--- config.mk ---
export PLATFORM = sky130hd
export DESIGN_NAME = sscfg_loader
export DESIGN_NICKNAME = d
export VERILOG_FILES = /design/src/rtl/sscfg_pkg.sv /design/src/rtl/sscfg_pacer.sv /design/src/rtl/sscfg_init_poll.sv /design/src/rtl/sscfg_serializer.sv /design/src/rtl/sscfg_loader.sv
export SDC_FILE = /design/constraint.sdc
export NUM_CORES = 1
export LEC_CHECK = 0
export BUFFER_PORTS_ARGS = -buffer_cell sky130_fd_sc_hd__buf_2
export CORE_MARGIN = 1.5
export CORE_UTILIZATION = 40
export DETAILED_ROUTE_END_ITERATION = 10
export PLACE_DENSITY_LB_ADDON = 0.2
export SYNTH_ARGS = -nofsm -noshare
export SYNTH_HDL_FRONTEND = slang
export SYNTH_SLANG_ARGS = --single-unit
--- constraint.sdc ---
create_clock -name clk -period 3.9 [get_ports clk]
set_input_delay 0.195 -clock clk [delete_from_list [all_inputs] [get_ports clk]]
set_output_delay 0.195 -clock clk [all_outputs]
set_load 0.05 [all_outputs]
--- src/rtl/sscfg_pkg.sv ---
package sscfg_pkg;

    localparam int PIN_W    = 8;
    localparam int BYTE_W   = 8;

    // Port pin positions (behavioural: the target is wired to these)
    localparam int PIN_CLK  = 0;
    localparam int PIN_PROG = 1;
    localparam int PIN_K2   = 2;
    localparam int PIN_K3   = 3;
    localparam int PIN_INIT = 5;
    localparam int PIN_DIN  = 6;
    localparam int PIN_K7   = 7;

    localparam int KILL_STEPS   = 8;
    localparam int KILL_REPEATS = 2;
    localparam int PULSE_STEPS  = 10;
    localparam int PULSE_FIRST  = 1;   // first pulse step with program high
    localparam int PULSE_LAST   = 2;   // last pulse step with program high
    localparam int PREP_STEPS   = KILL_STEPS * KILL_REPEATS + PULSE_STEPS;

    typedef logic [PIN_W-1:0] pins_t;

    typedef enum logic [1:0] {
        ST_IDLE,
        ST_PREP,
        ST_WAIT,
        ST_STREAM
    } seq_state_e;

    function automatic pins_t pin_bit(input int pos);
        return pins_t'(1) << pos;
    endfunction

    localparam pins_t IDLE_PINS = pins_t'(1) << PIN_CLK;

    // Pin state for preparation step idx (kill pattern, then program pulse)
    function automatic pins_t prep_pattern(input int idx);
        int    k;
        pins_t v;
        if (idx < KILL_STEPS * KILL_REPEATS) begin
            k = idx % KILL_STEPS;
            v = pin_bit(PIN_K7);
            if (k != 0 && (k % 2) == 0)
                v = v | pin_bit(PIN_K3);
            else
                v = v | pin_bit(PIN_K2);
        end else begin
            k = idx - KILL_STEPS * KILL_REPEATS;
            v = pin_bit(PIN_CLK);
            if (k >= PULSE_FIRST && k <= PULSE_LAST)
                v = v | pin_bit(PIN_PROG);
        end
        return v;
    endfunction

    // Pin state for one half of a serialised bit
    function automatic pins_t bit_pins(input logic b, input logic low_phase);
        pins_t v;
        v = '0;
        if (b)
            v = v | pin_bit(PIN_DIN);
        if (!low_phase)
            v = v | pin_bit(PIN_CLK);
        return v;
    endfunction

endpackage

--- src/rtl/sscfg_pacer.sv ---
module sscfg_pacer #(
    parameter int DIV = 4
) (
    input  logic clk,
    input  logic rst,
    input  logic clear,
    output logic tick
);
    localparam int CW = (DIV > 1) ? $clog2(DIV) : 1;
    localparam logic [CW-1:0] LAST = CW'(DIV - 1);

    logic [CW-1:0] cnt;

    always_ff @(posedge clk) begin
        if (rst || clear)
            cnt <= '0;
        else if (cnt == LAST)
            cnt <= '0;
        else
            cnt <= cnt + 1'b1;
    end

    assign tick = (cnt == LAST);
endmodule

--- src/rtl/sscfg_init_poll.sv ---
module sscfg_init_poll #(
    parameter int INTERVAL = 1000,
    parameter int TRIES    = 10
) (
    input  logic clk,
    input  logic rst,
    input  logic arm,
    input  logic init_raw,
    output logic found,
    output logic timeout
);
    localparam int ICW = (INTERVAL > 1) ? $clog2(INTERVAL) : 1;
    localparam int TCW = (TRIES > 1) ? $clog2(TRIES) : 1;
    localparam logic [ICW-1:0] I_LAST = ICW'(INTERVAL - 1);
    localparam logic [TCW-1:0] T_LAST = TCW'(TRIES - 1);

    logic           sync1, sync2;
    logic           active;
    logic [ICW-1:0] icnt;
    logic [TCW-1:0] tcnt;
    logic           poll_now;

    assign poll_now = active && (icnt == I_LAST);
    assign found    = poll_now && sync2;
    assign timeout  = poll_now && !sync2 && (tcnt == T_LAST);

    always_ff @(posedge clk) begin
        if (rst) begin
            sync1  <= 1'b0;
            sync2  <= 1'b0;
            active <= 1'b0;
            icnt   <= '0;
            tcnt   <= '0;
        end else begin
            sync1 <= init_raw;
            sync2 <= sync1;
            if (arm) begin
                active <= 1'b1;
                icnt   <= '0;
                tcnt   <= '0;
            end else if (active) begin
                if (poll_now) begin
                    icnt <= '0;
                    if (found || timeout)
                        active <= 1'b0;
                    else
                        tcnt <= tcnt + 1'b1;
                end else begin
                    icnt <= icnt + 1'b1;
                end
            end
        end
    end
endmodule

--- src/rtl/sscfg_serializer.sv ---
module sscfg_serializer
    import sscfg_pkg::*;
(
    input  logic              clk,
    input  logic              rst,
    input  logic              en,
    input  logic              tick,
    input  logic [BYTE_W-1:0] in_data,
    input  logic              in_valid,
    input  logic              in_last,
    output logic              in_ready,
    output logic              accept,
    output logic              stream_end,
    output pins_t             pins
);
    localparam int BCW = $clog2(BYTE_W);
    localparam logic [BCW-1:0] B_LAST = BCW'(BYTE_W - 1);

    logic [BYTE_W-1:0] shreg;
    logic [BCW-1:0]    bitcnt;
    logic              low_phase;
    logic              full;
    logic              last_q;
    logic              byte_end;

    assign in_ready   = en && !full;
    assign accept     = in_ready && in_valid;
    assign byte_end   = full && tick && low_phase && (bitcnt == B_LAST);
    assign stream_end = byte_end && last_q;
    assign pins       = full ? bit_pins(shreg[BYTE_W-1], low_phase) : IDLE_PINS;

    always_ff @(posedge clk) begin
        if (rst) begin
            shreg     <= '0;
            bitcnt    <= '0;
            low_phase <= 1'b0;
            full      <= 1'b0;
            last_q    <= 1'b0;
        end else if (accept) begin
            shreg     <= in_data;
            bitcnt    <= '0;
            low_phase <= 1'b0;
            full      <= 1'b1;
            last_q    <= in_last;
        end else if (full && tick) begin
            if (!low_phase) begin
                low_phase <= 1'b1;
            end else if (bitcnt == B_LAST) begin
                full      <= 1'b0;
                low_phase <= 1'b0;
            end else begin
                bitcnt    <= bitcnt + 1'b1;
                shreg     <= {shreg[BYTE_W-2:0], 1'b0};
                low_phase <= 1'b0;
            end
        end
    end
endmodule

--- src/rtl/sscfg_loader.sv ---
module sscfg_loader
    import sscfg_pkg::*;
#(
    parameter int CLK_HZ     = 100_000_000,
    parameter int STEP_HZ    = 750_000,
    parameter int POLL_MS    = 10,
    parameter int POLL_TRIES = 10
) (
    input  logic       clk,
    input  logic       rst,
    input  logic       start,
    input  logic       init_in,
    input  logic [7:0] bs_data,
    input  logic       bs_valid,
    input  logic       bs_last,
    output logic       bs_ready,
    output logic [7:0] pin_out,
    output logic       busy,
    output logic       done,
    output logic       init_err
);
    localparam int STEP_DIV    = CLK_HZ / STEP_HZ;
    localparam int POLL_CYCLES = (CLK_HZ / 1000) * POLL_MS;
    localparam int IDX_W       = $clog2(PREP_STEPS);
    localparam logic [IDX_W-1:0] IDX_LAST = IDX_W'(PREP_STEPS - 1);

    seq_state_e       state;
    logic [IDX_W-1:0] prep_idx;
    logic             start_acc;
    logic             tick;
    logic             arm;
    logic             init_found;
    logic             init_timeout;
    logic             ser_accept;
    logic             ser_end;
    pins_t            ser_pins;

    assign start_acc = start && (state == ST_IDLE);
    assign arm       = (state == ST_PREP) && tick && (prep_idx == IDX_LAST);

    sscfg_pacer #(.DIV(STEP_DIV)) u_pacer (
        .clk   (clk),
        .rst   (rst),
        .clear (start_acc || ser_accept),
        .tick  (tick)
    );

    sscfg_init_poll #(.INTERVAL(POLL_CYCLES), .TRIES(POLL_TRIES)) u_poll (
        .clk      (clk),
        .rst      (rst),
        .arm      (arm),
        .init_raw (init_in),
        .found    (init_found),
        .timeout  (init_timeout)
    );

    sscfg_serializer u_ser (
        .clk        (clk),
        .rst        (rst),
        .en         (state == ST_STREAM),
        .tick       (tick),
        .in_data    (bs_data),
        .in_valid   (bs_valid),
        .in_last    (bs_last),
        .in_ready   (bs_ready),
        .accept     (ser_accept),
        .stream_end (ser_end),
        .pins       (ser_pins)
    );

    always_ff @(posedge clk) begin
        if (rst) begin
            state    <= ST_IDLE;
            prep_idx <= '0;
            done     <= 1'b0;
            init_err <= 1'b0;
        end else begin
            case (state)
                ST_IDLE: begin
                    if (start_acc) begin
                        state    <= ST_PREP;
                        prep_idx <= '0;
                        done     <= 1'b0;
                        init_err <= 1'b0;
                    end
                end
                ST_PREP: begin
                    if (tick) begin
                        if (prep_idx == IDX_LAST)
                            state <= ST_WAIT;
                        else
                            prep_idx <= prep_idx + 1'b1;
                    end
                end
                ST_WAIT: begin
                    if (init_found) begin
                        state <= ST_STREAM;
                    end else if (init_timeout) begin
                        state    <= ST_IDLE;
                        init_err <= 1'b1;
                    end
                end
                ST_STREAM: begin
                    if (ser_end) begin
                        state <= ST_IDLE;
                        done  <= 1'b1;
                    end
                end
                default: state <= ST_IDLE;
            endcase
        end
    end

    always_comb begin
        case (state)
            ST_PREP:   pin_out = prep_pattern(int'(prep_idx));
            ST_STREAM: pin_out = ser_pins;
            default:   pin_out = IDLE_PINS;
        endcase
    end

    assign busy = (state != ST_IDLE);
endmodule

==> results of run 1 <==
==> power groups by stage <==
| stage | registers, mW | logic (mW) | clock network [mW] |
|---|---|---|---|
| finish | 0.600 | 0.0564 | 0.550 |
| global route | 0.601 | 0.0623 | 0.589 |
| CTS | 0.600 | 0.0568 | 0.563 |
| detailed placement | 0.614 | 0.0568 | 0 |
| global placement | 0.614 | 0.0563 | 0 |
| floorplan | 0.611 | 0.0431 | 0 |
==> worst max-delay path, cell delays in order (launching register included) <==
cell,delay [ps]
dfxtp_1,470
nor2b_1,450
o221ai_1,210
nor4b_1,400
buf_2,340
==> area by class of cell <==
| cell class | instances | area [um^2] |
|---|---|---|
| timing repair buffer | 23 | 115 |
| clock inverter | 6 | 66.3 |
| sequential | 58 | 1160 |
| tap | 96 | 120 |
| inverter | 16 | 60.1 |
| fill | 701 | 3670 |
| clock buffer | 10 | 128 |
| multi-input combinational | 237 | 1590 |
==> kinds of logic (layout without fill, tap and decap cells) <==
group	count (synthesis)	in the layout	synth area share [%]
mux	13	13	4.49
compound gates	58	58	13.4
xor+xnor	18	18	5.45
simple gates	135	135	26.6
other cells	1	2	0.130
flops	58	58	40.1
fa+ha+maj	11	11	4.75
buf+inv	34	55	5.14
==> worst max-delay path by stage <==
stage	from	endpoint	cells after the start
floorplan	state[0]	pin_out[1]	4
global placement	u_poll.icnt[7]	u_poll.icnt[3]	4
detailed placement	u_pacer.cnt[0]	u_poll.icnt[13]	6
CTS	state[0]	pin_out[1]	4
global route	state[0]	pin_out[1]	4
finish	state[0]	pin_out[1]	4
==> state kept, by name (all words and copies together), names as in the netlist <==
name / count
u_poll.tcnt: 4
init_err: 1
u_ser.bitcnt: 3
done: 1
u_ser.last_q: 1
u_poll.sync2: 1
u_poll.active: 1
u_poll.sync1: 1
prep_idx: 5
u_ser.shreg: 8
state: 2
u_ser.low_phase: 1
u_pacer.cnt: 8
u_poll.icnt: 20
u_ser.full: 1
==> Yosys cell counts, types with 3 or more instances <==
cell type  number
a211oi_1        7
a21oi_1        20
and2_1          3
and3_1          5
and4_1          3
buf_2           4
clkbuf_1       10
dfxtp_1        58
ha_1           11
inv_1          16
mux2i_1        13
nand2_1        23
nand2b_1        5
nand3_1        18
nand4_1         5
nor2_1         28
nor2b_1         5
nor3_1          6
nor4_1          3
nor4b_1         4
o21ai_0        10
o31ai_1         6
or3_1           6
or4_1           5
xnor2_1         3
xor2_1         15
==> through the flow <==
stage	setup WS [ps]	utilization, %	std cells
floorplan	1110	-	329
global placement	1780	44.1	430
detailed placement	1740	44.1	430
CTS	1510	46.9	446
global route	1400	46.9	446
finish	1500	46.9	446
==> routing by layer <==
layer | global-route usage (%) | up-vias | wire length (um) | part of all wire (%)
li1 | - | 1210 | - | -
met1 | 22.0 | 1064 | 2930 | 51
met2 | 25.6 | 33 | 2610 | 45
met3 | 5.47 | 4 | 185 | 3.2
met4 | 4.83 | 0 | 45 | 0.78
met5 | 0 | - | 0 | 0
==> out/results.tsv, run 1 <==
stage	metric	value	unit
clocking	cts_made_buffers	9	
pwr	powerDensity	372	nW/um^2
clocking	insertion_delay	340	ps
min_path	min_to	u_poll.sync1	
min_path	hold_class	primary input to register	
critical_path	rrSetupSlack	1720	ps
layout	mostFrequentLayoutCell	dfxtp_1	
placed_design	hpwl	4020	um
synth	yosys-top-cells-area	dfxtp_1 40%, ha_1 4.8%, xor2_1 4.5%	
global_route	antenna_found_initial	0	
synth	synth_edf_count	0	
synth	synth_ff_type	dfxtp_1	
synth	syn_area_per_cell	8.83	um^2
pwr	switching_power	0.299	mW
detailed_routing	wl_per_cell	12.9	um
layout	stdcell_area	3240	um^2
min_path	hold_start	init_in	
global_route	grt_pass1_wl	10000	um
synth	ys_ff_latch	58	
sta	rsz0062_at_grt	no	
synth	yosysTopAreaCellShare	40.1	%
job	maxCapViolations	0	
global_route	overflow	0	
layout	drive_gt1_share	14.3	%
critical_path	crit_fanout	9	
floorplan	core_region_area	6910	um^2
critical_path	arrival	2200	ps
synth	netlist_area	2900	um^2
critical_path	worst_r2r_endpoint	u_poll.icnt[3]	
detailed_routing	drt-total-wl	5770	um
min_path	whs_path_depth	2	
layout	diodes	0	
sta	period_share	61.5	%
placed_design	place_congestion	0.757	
critical_path	cp_data_required_time	3700	ps
sta	final.setup_skew	11.1	ps
status	outcome	finished, final reports clean	
clocking	clock-sinks	58	
synth	syn_inst	328	
detailed_routing	drt_iter0_drc	123	
pwr	power.total	1.21	mW
layout	final_cell_mix	58 x dfxtp_1, 28 x nor2_1, 23 x nand2_1, 23 x buf_2, 20 x a21oi_1	
sta	whs	62.1	ps
sta	final.setup.tns	0	ps
clocking	cts_setup_buffers	0	
global_route	groute.usage.overall	16.6	%
synth	synth_warnings	0	
pwr	pwr-share-comb	4.7	%
synth	seq_area_frac_synth	40.1	%
synth	async_flop_share	0	%
sta	fin_crit	2400	ps
critical_path	start_kind	register	
sta	hold_violations	0	
floorplan	start_util	41.9	%
synth	synth.distinct_cells	57	
floorplan	die_w	88.1	um
floorplan	dieArea	7760	um^2
detailed_routing	dr.pass1.iters	5	
clocking	clockRootBuffer	clkbuf_8	
clocking	cts_hold_buf	0	
critical_path	r2r_start	u_poll.icnt[7]	
sta	slew_viol_final	0	
critical_path	setup.worst_path.end_class	primary output	
pwr	p_int	0.907	mW
clocking	clkSlewWorstSetupHoldPaths	70	ps
pwr	ir_worst_vdd	0.191	mV
clocking	htree_levels	3	
global_route	grt_pass1_vias	2169	
clocking	clk_path_buf_depth	2	
global_route	grt_start_max_net_pins	25	
floorplan	die_h	88.1	um
layout	final_nets	370	
floorplan	row_count	30	
detailed_routing	via_per_inst	5.18	
sta	tightest_slew	748	ps
layout	area_growth	11.9	%
pwr	p_sw_share	24.8	%
sta	slew_headroom	50.1	%
critical_path	r2r_cells	4	
clocking	cts_tree	yes	
floorplan	ioPinCount	26	
placed_design	port_buffers	23	
sta	setup_violations	0	
detailed_routing	drc	0	
critical_path	critPathKind	register to primary output	
sta	clock.fmax	0.417	GHz
pwr	clkPwrFrac	45.6	%
detailed_routing	vias	2311	
pwr	p_leak	1.26	nW
synth	synth_top_area_cell	dfxtp_1	
clocking	post_cts_resized	0	
placed_design	placed_cell_area	3050	um^2
detailed_routing	drtAntennaViolNets	0	
pwr	seq_power_share	49.8	%
Note: power is estimated with default switching activity, not from simulation.
==> inputs of run 2 (changes only) <==
==> constraint.sdc (replaced) <==
create_clock -name clk -period 2.4 [get_ports clk]
set_input_delay 0.12 -clock clk [delete_from_list [all_inputs] [get_ports clk]]
set_output_delay 0.12 -clock clk [all_outputs]
set_load 0.05 [all_outputs]
==> run 2 against run 1 <==
Net effect: sequential power up 63%; cell count up 1.6%; global-route usage down 0.43 points; worst setup slack worse by 1300 ps; critical path type unchanged.
==> out/results.tsv, run 2 (synthesized netlist as in run 1, its figures left out) <==
stage	metric	value	unit	change
min_path	hold_class	primary input to register		
pwr	pwr-share-comb	5.0	%	+0.3 points
critical_path	r2r_start	prep_idx[1]		
critical_path	rrSetupSlack	390	ps	-1330 ps
sta	clock.fmax	0.462	GHz	
pwr	power.total	1.93	mW	+60%
pwr	p_leak	1.30	nW	+2.9%
layout	reg_top3	u_poll.icnt x20, u_pacer.cnt x8, u_ser.shreg x8		
floorplan	ioPinCount	26		unchanged
critical_path	crit_chain	nor2b_1 > o221ai_1 > nor4b_2 > buf_2		
sta	period_share	90.2	%	
critical_path	crit_fanout	9		unchanged
critical_path	r2r_cells	6		+2
critical_path	setup.worst_path.end_class	primary output		
detailed_routing	via_per_inst	5.17		-0.27%
clocking	clockRootBuffer	clkbuf_8		
floorplan	core_region_area	6910	um^2	unchanged
sta	slew_headroom	60.3	%	+10 points
global_route	antenna_found_initial	0		unchanged
layout	final_cell_mix	58 x dfxtp_1, 28 x nor2_1, 23 x nand2_1, 23 x buf_2, 20 x a21oi_1		
pwr	seq_power_share	50.5	%	+0.7 points
pwr	switching_power	0.459	mW	+53%
detailed_routing	drc	0		unchanged
global_route	grt_start_max_net_pins	25		unchanged
sta	final.setup_skew	11.4	ps	+0.305 ps
global_route	overflow	0		unchanged
floorplan	start_util	41.9	%	unchanged
sta	whs	23.7	ps	-38.4 ps
sta	hold_violations	0		unchanged
critical_path	slowest_delay	480	ps	about the same
floorplan	die_w	88.1	um	unchanged
sta	tightest_slew	590	ps	-158 ps
placed_design	place_congestion	0.819		+8.2%
clocking	cts_made_buffers	9		unchanged
status	outcome	finished, final reports clean		
detailed_routing	drt-total-wl	5680	um	-1.5%
global_route	groute.usage.overall	16.1	%	-0.43 points
detailed_routing	dr.pass1.iters	4		-1
pwr	p_int	1.47	mW	+62%
layout	mostFrequentLayoutCell	dfxtp_1		
critical_path	worst_r2r_endpoint	prep_idx[3]		
clocking	clock-sinks	58		unchanged
layout	largest_reg_flops	20		unchanged
layout	diodes	0		unchanged
sta	rsz0062_at_grt	no		
pwr	clkPwrFrac	44.5	%	-1.1 points
sta	slew_viol_final	0		unchanged
layout	area_growth	13.9	%	
clocking	clkSlewWorstSetupHoldPaths	60	ps	about the same
sta	final.setup.tns	0	ps	unchanged
clocking	htree_levels	3		unchanged
placed_design	placed_cell_area	3100	um^2	+1.8%
min_path	whs_path_depth	3		+1
clocking	insertion_delay	340	ps	about the same
critical_path	critPathKind	register to primary output		
layout	final_nets	377		+1.9%
placed_design	port_buffers	23		unchanged
min_path	min_to	u_ser.shreg[0]		
floorplan	die_h	88.1	um	unchanged
job	maxCapViolations	0		unchanged
min_path	hold_start	bs_data[0]		
global_route	grt_pass1_vias	2123		-2.1%
global_route	grt_pass1_wl	9710	um	-3.4%
detailed_routing	drtAntennaViolNets	0		unchanged
detailed_routing	vias	2341		+1.3%
placed_design	hpwl	3930	um	-2.1%
sta	fin_crit	2170	ps	
layout	drive_gt1_share	16.0	%	+1.7 points
critical_path	start_kind	register		
layout	largest_register	u_poll.icnt		
floorplan	dieArea	7760	um^2	unchanged
clocking	clk_path_buf_depth	2		unchanged
layout	final_core_util	47.8	%	+0.85 points
floorplan	row_count	30		unchanged
detailed_routing	drt_iter0_drc	63		-49%
sta	setup_violations	0		unchanged
critical_path	cp_data_required_time	2280	ps	-1420 ps
critical_path	slowest_stage	dfxtp_1		
pwr	p_sw_share	23.8	%	-1.0 points
clocking	cts_tree	yes		
detailed_routing	wl_per_cell	12.5	um	-3.0%
layout	stdcell_area	3300	um^2	+1.8%
pwr	powerDensity	586	nW/um^2	+57%
clocking	post_cts_resized	0		unchanged
critical_path	arrival	2050	ps	-150 ps
pwr	ir_worst_vdd	0.303	mV	+58%
-- run 2: changes by cell type in the layout (fill, tap and decap cells not counted), sizes merged --
cell / change
clkinvlp: -1
dlygate4sd3: +1
buf: +6
clkinv: +1
inv: -1
clkbuf: +1
-- run 2: per-layer routing --
metal  global-route usage [%]  vias to the layer above  routed length (um)
li1                         -                     1223                   -
met1                     22.1                     1068                2950
met2                     23.6                       43                2440
met3                     3.96                        7                 226
met4                     8.10                        0                  65
met5                        0                        -                   0
-- run 2: per-stage QoR --
stage | setup slack [ps] | cells
floorplan | 266 | 329
global placement | 484 | 436
detailed placement | 413 | 436
CTS | 244 | 453
global route | 163 | 453
finish | 234 | 453
-- run 2: timing repair --
action | 4_1_cts | 5_1_grt
endpoints found under the hold margin | 1 | 0
buffers inserted | 0 | 0
hold buffers | 1 | 0
-- run 2: area by class of cell --
class / instances / area [um^2]
clock buffers: 11 / 131
clock inverters: 5 / 55.1
fillers: 680 / 3610
inverters: 16 / 60.1
multi-input cells: 237 / 1600
flip-flops and latches: 58 / 1160
well taps: 96 / 120
repair buffers: 30 / 170
-- run 2: critical path: cells and delay by family, from the launching register on --
kind	cells	cell delay, ps
AO/OA/AOI/OAI	1	220
buffers and inverters	1	310
flip-flops	1	480
AND/OR/NAND/NOR	2	710
-- run 2: how the worst max path moves through the flow --
stage | endpoint | from | slack [ps] | cells past startpoint
floorplan | pin_out[2] | state[0] | 270 | 4
global placement | prep_idx[3] | prep_idx[1] | 480 | 6
detailed placement | prep_idx[3] | prep_idx[1] | 410 | 6
CTS | pin_out[1] | state[0] | 240 | 4
global route | pin_out[1] | state[0] | 160 | 4
finish | pin_out[1] | state[0] | 230 | 4
-- run 2: power groups by stage --
stage / sequential (mW) / combinational, mW / clock [mW]
after floorplan: 0.994 / 0.0703 / 0
after global placement: 0.997 / 0.0959 / 0
after detailed placement: 0.997 / 0.0956 / 0
after CTS: 0.975 / 0.0973 / 0.883
after global routing: 0.975 / 0.106 / 0.930
final: 0.976 / 0.0963 / 0.861
==> inputs of run 3 (changes only) <==
--- a/config.mk
+++ b/config.mk
@@ -12,4 +12,5 @@
 export PLACE_DENSITY_LB_ADDON = 0.2
 export SYNTH_ARGS = -nofsm -noshare
 export SYNTH_HDL_FRONTEND = slang
+export SYNTH_HIERARCHICAL = 1
 export SYNTH_SLANG_ARGS = --single-unit
==> run 3 against run 2 <==
Net effect: cell area is 8.5% higher; synthesized cell count rose by 12%; cell count is 11% higher; utilization decreased by 0.94 points; critical path type is now register to register; fmax up 2.0%; clock power grew 17%; hold slack about the same; total power is 9.3% higher.
==> out/results.tsv, run 3 <==
stage	metric	value	unit	change
global_route	grt_pass1_vias	2459		+16%
clocking	cts_made_buffers	9		unchanged
sta	slew_headroom	61.8	%	+1.5 points
critical_path	crit_fanout	18		+9
synth	async_flop_share	0	%	unchanged
sta	final.setup_skew	14.8	ps	+3.42 ps
synth	seq_area_frac_synth	37.1	%	-3.0 points
floorplan	row_count	32		+6.7%
layout	reg_top3	u_poll/icnt x20, u_pacer/cnt x8, u_ser/shreg x8		
pwr	ir_worst_vdd	0.365	mV	+21%
detailed_routing	drt-total-wl	6610	um	+16%
layout	seq_area	1160	um^2	unchanged
global_route	overflow	0		unchanged
detailed_routing	vias	2665		+14%
clocking	htree_levels	3		unchanged
synth	yosys.area_share.simple	31.5	%	+4.9 points
critical_path	crit_family	simple AND/OR/NAND/NOR gates		
layout	multi_input_area	1800	um^2	+13%
synth	netlist_area	3130	um^2	+8.0%
layout	largest_reg_flops	20		unchanged
layout	final_cell_mix	58 x dfxtp_1, 26 x nand2_1, 25 x a21oi_1		
pwr	p_leak	1.36	nW	+4.7%
sta	hold_violations	0		unchanged
critical_path	setup.worst_path.end_class	register		
layout	diodes	0		unchanged
synth	synth_top_family_by_area	simple AND/OR/NAND/NOR gates		
critical_path	start_kind	register		
synth	synth_fa_ha_area_share	4.80	%	+0.048 points
floorplan	start_util	40.9	%	-1.0 points
synth	yosys-top-cells-area	dfxtp_1 37%, ha_1 4.8%, a21oi_1 4.0%		
synth	yosysTopAreaCellShare	37.1	%	-3.0 points
floorplan	ioPinCount	26		unchanged
sta	final.setup.tns	0	ps	unchanged
layout	area_growth	14.5	%	
detailed_routing	drtAntennaViolNets	0		unchanged
synth	syn_area_per_cell	8.52	um^2	-3.5%
layout	n_fill_cell	767		+13%
clocking	clk_path_buf_depth	2		unchanged
placed_design	place_congestion	0.793		-3.3%
critical_path	path_buf_inv	1		unchanged
pwr	power.total	2.11	mW	+9.3%
detailed_routing	drc	0		unchanged
placed_design	port_buffers	23		unchanged
sta	fin_crit	2120	ps	-42.9 ps
layout	final_nets	420		+11%
synth	synth_compound_area_share	14.6	%	+1.3 points
synth	synth_top_area_cell	dfxtp_1		
synth	synth_most_common_cell	dfxtp_1		
floorplan	die_h	91.4	um	+3.8%
global_route	antenna_found_initial	0		unchanged
floorplan	dieArea	8360	um^2	+7.7%
global_route	groute.usage.overall	17.0	%	+0.92 points
synth	synth_xor_xnor_area_share	3.64	%	-1.8 points
critical_path	slowest_stage	dfxtp_1		
synth	synth_ff_type	dfxtp_1		
global_route	grt_pass1_wl	11600	um	+19%
clocking	clock-sinks	58		unchanged
detailed_routing	wl_per_cell	13.2	um	+5.1%
critical_path	crit_chain	inv_1 > ha_1 > nand4bb_1 > nor4_2 > and3_1 > or2_2 > o21bai_4 > o21ba_1		
critical_path	cp_data_required_time	2630	ps	+350 ps
status	outcome	finished, final reports clean		
synth	synthMuxAreaShare	1.60	%	-2.9 points
sta	clock.fmax	0.471	GHz	+2.0%
critical_path	arrival	2350	ps	+300 ps
pwr	powerDensity	590	nW/um^2	+0.72%
clocking	cts_setup_buffers	0		unchanged
clocking	insertion_delay	340	ps	about the same
detailed_routing	via_per_inst	5.32		+2.9%
critical_path	critPathKind	register to register		
sta	setup_violations	0		unchanged
synth	synth_warnings	6		+6
detailed_routing	drt_iter0_drc	167		+170%
synth	synth.distinct_cells	61		+7.0%
clocking	clkSlewWorstSetupHoldPaths	80	ps	+20 ps
layout	mostFrequentLayoutCell	dfxtp_1		
floorplan	die_w	91.4	um	+3.8%
floorplan	core_region_area	7650	um^2	+11%
layout	largest_register	u_poll/icnt		
min_path	hold_class	primary input to register		
sta	slew_viol_final	0		unchanged
clocking	clockRootBuffer	clkbuf_8		
synth	ys_ff_latch	58		unchanged
global_route	grt_start_max_net_pins	25		unchanged
detailed_routing	dr.pass1.iters	4		unchanged
synth	synth_edf_count	0		unchanged
clocking	cts_tree	yes		
job	maxCapViolations	0		unchanged
synth	syn_inst	367		+12%
synth	synth_common_cells	58 x dfxtp_1, 26 x nand2_1, 25 x a21oi_1, 23 x nor3_1, 21 x nor2_1		
sta	period_share	88.5	%	-1.8 points
sta	rsz0062_at_grt	no		
sta	tightest_slew	557	ps	-32.8 ps
placed_design	hpwl	4650	um	+18%
layout	drive_gt1_share	17.3	%	+1.3 points
critical_path	slowest_delay	350	ps	-130 ps
[run 3: changes by cell type in the layout (fill, tap and decap cells not counted), sizes merged, moves of 5 or more]
| cell | previous run | this run |
|---|---|---|
| a211oi | 7 | 2 |
| a21oi | 20 | 25 |
| inv | 16 | 22 |
| mux2i | 13 | 5 |
| nor2 | 28 | 21 |
| nor3 | 7 | 24 |
| o22ai | 0 | 6 |
| xor2 | 15 | 9 |
[run 3: worst paths after layout]
path	start	cells after the start	endpoint	slack [ps]
worst max register to register	u_pacer/cnt[0]	8	u_poll/icnt[19]	280
worst min register to register	u_poll/sync1	1	u_poll/sync2	460
worst max-delay path	u_pacer/cnt[0]	8	u_poll/icnt[19]	280
worst min-delay path	bs_last	3	u_ser/last_q	20
[run 3: worst reg2reg max path, cell delays in order (launching register included)]
cell and delay (ps):
dfxtp_1 350, inv_1 70, ha_1 130, nand4bb_1 200, nor4_2 330, and3_1 250, or2_2 210, o21bai_4 270
o21ba_1 210
[run 3: timing repair]
| action | in CTS | in global routing |
|---|---|---|
| endpoints found under the hold margin | 1 | 0 |
| hold buffers | 1 | 0 |
| gates resized for setup | 0 | 1 |
| endpoints found under the setup margin | 0 | 1 |
[run 3: cell families after synthesis]
logic type      Yosys count
buf+inv                  42
flops                    58
compound gates           70
xor+xnor                 13
mux                       5
other cells               1
simple gates            166
fa+ha+maj                12
[run 3: metrics by stage]
stage	utilization [%]	hold WS [ps]	cells	setup slack, ps	cell area, um^2
finish	46.8	23.9	501	277	3580
global route	46.8	8.76	501	59.0	3580
CTS	46.7	1.42	501	135	3570
detailed placement	43.6	343	484	143	3340
global placement	43.6	350	484	196	3340
floorplan	-	189	372	43.6	3160
[run 3: routing by layer]
layer	GRT usage (%)	part of all wire, %	vias to the layer above
li1	-	-	1388
met1	23.0	50	1236
met2	26.4	46	39
met3	5.03	3.4	2
met4	4.69	0.58	0
met5	0	0	-
[run 3: cell type report]
type | count | share of cell area [%]
Clock buffer | 9 | 3.46
Inverter | 21 | 2.20
Clock inverter | 7 | 2.87
Sequential cell | 58 | 32.4
Timing Repair Buffer | 32 | 5.17
Multi-Input combinational cell | 272 | 50.3
Tap cell | 102 | 3.57
[run 3: power by group]
| part | leakage (nW) | total (mW) | internal, mW | switching (mW) |
|---|---|---|---|---|
| registers | 0.468 | 0.979 | 0.969 | 0.0105 |
| logic | 0.778 | 0.119 | 0.0383 | 0.0806 |
| clock network | 0.110 | 1.01 | 0.593 | 0.422 |
